$ cat src/rtl/ntdec_pkg.sv
package ntdec_pkg;
  // Write strobes decoded from the CPU side, consumed by the datapath.
  typedef struct packed {
    logic mirWr;
    logic fillWr;
  } regStrb_t;

  // Mirroring settings, index = {data bit 2, data bit 0}.
  typedef enum logic [1:0] {
    MIR_LOW  = 2'd0,
    MIR_INV  = 2'd1,
    MIR_TRUE = 2'd2,
    MIR_HIGH = 2'd3
  } mirMode_t;
endpackage

$ cat src/rtl/nt_fill_ctrl.sv
module nt_fill_ctrl
  import ntdec_pkg::*;
#(
  parameter int          CPU_AW    = 16,
  parameter logic [15:0] REG_MASK  = 16'hFC30,
  parameter logic [15:0] MIR_ADDR  = 16'h4C20,
  parameter logic [15:0] FILL_ADDR = 16'h4C10
) (
  input  logic              clk,
  input  logic              rstN,
  input  logic              cpuWr,
  input  logic [CPU_AW-1:0] cpuAddr,
  output regStrb_t          strb
);
  localparam logic [CPU_AW-1:0] MASK_W  = CPU_AW'(REG_MASK);
  localparam logic [CPU_AW-1:0] MIR_M   = CPU_AW'(MIR_ADDR) & MASK_W;
  localparam logic [CPU_AW-1:0] FILL_M  = CPU_AW'(FILL_ADDR) & MASK_W;

  logic [CPU_AW-1:0] maskedAddr;
  assign maskedAddr = cpuAddr & MASK_W;

  always_comb begin
    strb        = '0;
    strb.mirWr  = cpuWr && (maskedAddr == MIR_M);
    strb.fillWr = cpuWr && (maskedAddr == FILL_M);
  end


  strb_onehot_chk: assert property (@(posedge clk) disable iff (!rstN)
    $onehot0({strb.mirWr, strb.fillWr}));


  strb_needs_wr_chk: assert property (@(posedge clk) disable iff (!rstN)
    !cpuWr |-> (strb == '0));
endmodule

$ cat src/rtl/nt_fill_dpath.sv
module nt_fill_dpath
  import ntdec_pkg::*;
#(
  parameter int PPU_AW  = 14,
  parameter int DATA_W  = 8,
  parameter int FILL_LO = 6,
  parameter int FILL_HI = 9
) (
  input  logic              clk,
  input  logic              rstN,
  input  regStrb_t          strb,
  input  logic [DATA_W-1:0] cpuData,
  input  logic [PPU_AW-1:0] ppuAddr,
  input  logic              ppuRdN,
  output logic              ntA10,
  output logic              ntCsN,
  output logic              chrCeN,
  output logic              chrLatchClk,
  output logic              chrLatchClrN,
  output logic              fillActive,
  output logic [DATA_W-1:0] ppuDataOut,
  output logic              ppuDataOe
);
  localparam int NT_BIT   = PPU_AW - 1;   // nametable region select
  localparam int HALF_BIT = PPU_AW - 2;   // pattern half select
  localparam int MIR_BIT  = 10;

  mirMode_t          mirReg;
  logic [DATA_W-1:0] fillByte;
  logic              fillBand;
  logic              unusedPpuBits;

  always_ff @(posedge clk) begin
    if (!rstN) begin
      mirReg   <= MIR_LOW;
      fillByte <= '0;
    end else begin
      if (strb.mirWr)  mirReg   <= mirMode_t'({cpuData[2], cpuData[0]});
      if (strb.fillWr) fillByte <= cpuData;
    end
  end

  assign fillBand   = &ppuAddr[FILL_HI:FILL_LO];
  assign fillActive = !ppuRdN && ppuAddr[NT_BIT] && fillBand;

  always_comb begin
    unique case (mirReg)
      MIR_LOW:  ntA10 = 1'b0;
      MIR_INV:  ntA10 = !ppuAddr[MIR_BIT];
      MIR_TRUE: ntA10 = ppuAddr[MIR_BIT];
      default:  ntA10 = 1'b1;
    endcase
  end

  assign ntCsN        = !ppuAddr[NT_BIT] || fillActive;
  assign chrCeN       = ppuRdN || ppuAddr[NT_BIT];
  assign chrLatchClk  = ppuRdN && ppuAddr[NT_BIT];
  assign chrLatchClrN = ppuAddr[HALF_BIT] || ppuAddr[NT_BIT];
  assign ppuDataOe    = fillActive;
  assign ppuDataOut   = fillByte;

  assign unusedPpuBits = ^{ppuAddr[11], ppuAddr[FILL_LO-1:0]};


  mir_load_chk: assert property (@(posedge clk) disable iff (!rstN)
    strb.mirWr |=> (mirReg == mirMode_t'({$past(cpuData[2]), $past(cpuData[0])})));


  mir_hold_chk: assert property (@(posedge clk) disable iff (!rstN)
    !strb.mirWr |=> $stable(mirReg));


  mir_const_chk: assert property (@(posedge clk) disable iff (!rstN)
    (mirReg == MIR_HIGH) |-> ntA10);


  nt_cs_fill_chk: assert property (@(posedge clk) disable iff (!rstN)
    fillActive |-> ntCsN);


  chr_ce_region_chk: assert property (@(posedge clk) disable iff (!rstN)
    !chrCeN |-> (!ppuAddr[NT_BIT] && !ppuRdN && ntCsN));


  chr_clk_excl_chk: assert property (@(posedge clk) disable iff (!rstN)
    chrLatchClk |-> (chrCeN && !fillActive));


  fill_oe_chk: assert property (@(posedge clk) disable iff (!rstN)
    ppuDataOe |-> (ppuDataOut == fillByte && ntCsN));
endmodule

$ cat src/rtl/nt_fill_decoder.sv
module nt_fill_decoder
  import ntdec_pkg::*;
#(
  parameter int          CPU_AW    = 16,
  parameter int          PPU_AW    = 14,
  parameter int          DATA_W    = 8,
  parameter logic [15:0] REG_MASK  = 16'hFC30,
  parameter logic [15:0] MIR_ADDR  = 16'h4C20,
  parameter logic [15:0] FILL_ADDR = 16'h4C10
) (
  input  logic              clk,
  input  logic              rstN,
  input  logic              cpuWr,
  input  logic [CPU_AW-1:0] cpuAddr,
  input  logic [DATA_W-1:0] cpuData,
  input  logic [PPU_AW-1:0] ppuAddr,
  input  logic              ppuRdN,
  output logic              ntA10,
  output logic              ntCsN,
  output logic              chrCeN,
  output logic              chrLatchClk,
  output logic              chrLatchClrN,
  output logic              fillActive,
  output logic [DATA_W-1:0] ppuDataOut,
  output logic              ppuDataOe
);
  regStrb_t strb;

  nt_fill_ctrl #(
    .CPU_AW(CPU_AW), .REG_MASK(REG_MASK),
    .MIR_ADDR(MIR_ADDR), .FILL_ADDR(FILL_ADDR)
  ) ctrl_i (
    .clk(clk), .rstN(rstN), .cpuWr(cpuWr), .cpuAddr(cpuAddr), .strb(strb)
  );

  nt_fill_dpath #(
    .PPU_AW(PPU_AW), .DATA_W(DATA_W)
  ) dpath_i (
    .clk(clk), .rstN(rstN), .strb(strb), .cpuData(cpuData),
    .ppuAddr(ppuAddr), .ppuRdN(ppuRdN),
    .ntA10(ntA10), .ntCsN(ntCsN), .chrCeN(chrCeN),
    .chrLatchClk(chrLatchClk), .chrLatchClrN(chrLatchClrN),
    .fillActive(fillActive), .ppuDataOut(ppuDataOut), .ppuDataOe(ppuDataOe)
  );
endmodule

$ cat config.mk
export PLATFORM = sky130hd
export DESIGN_NAME = nt_fill_decoder
export DESIGN_NICKNAME = d
export VERILOG_FILES = /design/src/rtl/ntdec_pkg.sv /design/src/rtl/nt_fill_ctrl.sv /design/src/rtl/nt_fill_dpath.sv /design/src/rtl/nt_fill_decoder.sv
export SDC_FILE = /design/constraint.sdc
export NUM_CORES = 1
export LEC_CHECK = 0
export ABC_AREA = 1
export CORE_UTILIZATION = 31
export CTS_CLUSTER_DIAMETER = 50
export CTS_CLUSTER_SIZE = 10
export DETAILED_ROUTE_END_ITERATION = 12
export MAX_ROUTING_LAYER = met4
export PLACE_DENSITY = 0.93
export SYNTH_ARGS = -nofsm -noshare
export SYNTH_HDL_FRONTEND = slang
export SYNTH_SLANG_ARGS = --single-unit
$ cat constraint.sdc
create_clock -name clk -period 1.6 [get_ports clk]
set_input_delay 0.48 -clock clk [delete_from_list [all_inputs] [get_ports clk]]
set_output_delay 0.48 -clock clk [all_outputs]
set_load 0.02 [all_outputs]
==> run metrics <==
Horiz. Die Dim 45.3 um; Critical Path RT 1.12 ns; Max stage delay on crit path 0.25 ns; antenna violations before repair 0; critical path class in2out; final period utilization 98.9%; count of buffer and inverter cells on the critical path 2; largest net degree at the start of global routing 13; Fin Hold WS 0.481 ns; global route overflow 0; post-synth top area cell dfxtp_1; post-DR wirelength/cell 11.0 um; IO buf count 41; status completed; Nets 170; Tot GR Track Use 18.2%; Critical Path, Cell by Cell clkdlybuf4s15_2 > nor3b_4 > buf_6; Yosys warnings 0; ANT cells 0; CTS Buf Count 3; Max-Cap Viols 0; Syn Area/Cell 6.84 um^2; DRT iter0 DRCs 8; Least-Margin Pin Slew 0.346 ns; CTS tree done; Hold/Removal Path Class reg2reg; Net Count, Synth 127; share of cells above drive strength 1 23.6%; Crit path max-delay family buffers and inverters; Post-synth EDFFs 0; Site Rows 15; Commonest cells post-synth nand2_1 (14), inv_1 (12), a21oi_1 (10), dfxtp_1 (10), nor2_1 (10); synthesized flop and latch total 10; DRC violations left 0; root buffer selected by CTS clkbuf_4; Max Buffers Root-to-Sink 2; Max FO, Critical Path 4; Design Power 625 uW; max_slew headroom 76.8%; final setup violating endpoints 0; GPL Wtd Cong 0.751; H-tree lvl count 1; Worst-path clk slew 0.07 ns; Synth area leaders dfxtp_1 (34%), nand4_1 (9.7%), nand2_1 (9.0%); Reg2Reg Setup Slack 0.99 ns; die height 45.3 um; top_reg_cell synth dfxtp_1; Seq/Total Area, Yosys 34.4%; leakage 0.506 nW; Reg2Reg Depth 2; Ports 57; via count of the first global-routing pass 643; Peak Freq 0.632 GHz; hpwl dp 1350 um; Die Area 2050 um^2; CP Capture Type primary output; Core ar. 1750 um^2; antenna violation net count after detailed routing 0; Vias/cell 4.68; clock latency on the worst-skew pair 0.28 ns; final hold violation count 0; Hold Path Sink dpath_i.ppuDataOut[0]; async set-reset flop share out of synthesis 0%; Post-Syn Instances 85; Clock Sinks 10; Clock Skew 0 ns; CP max stage cell nor3b_4; worst reg2reg endpoint dpath_i.ppuDataOut[1]; RSZ-0062 raised after global routing yes; Area Overhead vs Synth 80.4%; filler cell count in the final layout 173; most common cell in the netlist nand2_1; reg-to-reg critical path startpoint dpath_i.ppuDataOut[1]; final WL 1670 um; Yosys top cell area share 34.4%; CP startpoint kind input port; Slew Limit Fails 0; DR vias 711; post-synth cell types 19; Hold Path Cell Cnt 2; hold path startpoint dpath_i.ppuDataOut[0]; Power Density 595 nW/um^2; Max IR drop VDD 0.246 mV; Multi-input gate area 327 um^2; Tmin final 1.58 ns; Cell Area, Synth 582 um^2; arrival time worst endpoint 1.10 ns; DR pass1 iterations 2; sequential standard cell area 200 um^2; first-pass GRT wire length 2440 um; Starting Density 33.3%; Post-CTS Hold Fix Bufs 0
==> cell type report <==
| type | instances | area share [%] |
|---|---|---|
| Timing Repair Buffer | 41 | 38.4 |
| Multi-Input combinational cell | 58 | 31.1 |
| Sequential cell | 10 | 19.1 |
| Inverter | 14 | 5.01 |
| Clock buffer | 4 | 3.46 |
| Tap cell | 25 | 2.98 |
==> how the worst max path moves through the flow <==
| stage | endpoint | from | cells past startpoint | slack, ns |
|---|---|---|---|---|
| after global routing | fillActive | ppuAddr[8] | 4 | -0.01 |
| after floorplan | ppuDataOe | ppuAddr[8] | 3 | -0.02 |
| after detailed placement | fillActive | ppuAddr[9] | 4 | -0.83 |
| after global placement | ppuDataOe | ppuAddr[8] | 4 | -0.81 |
| after CTS | fillActive | ppuAddr[8] | 4 | -0.005 |
| final | fillActive | ppuRdN | 3 | 0.02 |
==> per-stage QoR <==
step / setup TNS [ns] / util (%) / cells / instance area, um^2 / setup slack (ns)
finish: 0 / 60.1 / 152 / 1050 / 0.0179
global route: -0.0255 / 60.1 / 152 / 1050 / -0.0137
CTS: -0.00976 / 60.4 / 152 / 1050 / -0.00490
detailed placement: -6.15 / 58.0 / 148 / 1010 / -0.825
global placement: -5.45 / 58.0 / 148 / 1010 / -0.813
floorplan: -0.0475 / - / 85 / 593 / -0.0238
==> sequential cells by signal, summed over array words and instances, names as in the netlist <==
name and flops:
dpath_i.ppuDataOut 8, dpath_i.mirReg 2
==> routing by layer <==
layer  vias up  wire [um]  GRT usage (%)  share of wire [%]
li1        359          -              -                  -
met1       309        577           14.2                 35
met4         0         59           17.0                3.5
met2        38        887           34.2                 53
met5         -          0              -                  0
met3         5        145           3.20                8.7
==> report_power, final <==
group          leakage, nW  switching (mW)  internal (mW)
clock network       0.0210           0.101          0.139
registers           0.0805        0.000280          0.249
logic                0.405          0.0579         0.0781
total                0.506           0.159          0.466
==> kinds of logic (layout without fill, tap and decap cells) <==
kind of cell	count (synthesis)	in the layout	synth area share, %
simple gates	46	46	41.3
mux	1	1	1.94
flops	10	10	34.4
buf+inv	17	59	12.9
compound gates	11	11	9.46
==> worst min-delay path, cell delays in order (launching register included) <==
cell     delay [ns]
dfxtp_1        0.33
a21oi_1        0.04
nor2_1         0.08
==> timing repair <==
action	CTS	global route
pin swaps	3	1
buffers inserted	0	0
gates resized for setup	73	1
setup endpoints to repair	15	4
==> placed cells by master (no fill, tap or decap), drive strengths merged, types with 2 or more instances in the layout <==
cell and instances:
nor2 14, clkbuf 5, inv 14, a21oi 10, buf 10, dlygate4sd2 9, or2 2, clkdlybuf4s15 3
clkdlybuf4s50 18, nand3 3, nand4 9, nand2 16, dfxtp 10
(Power assumes the default switching activity.)
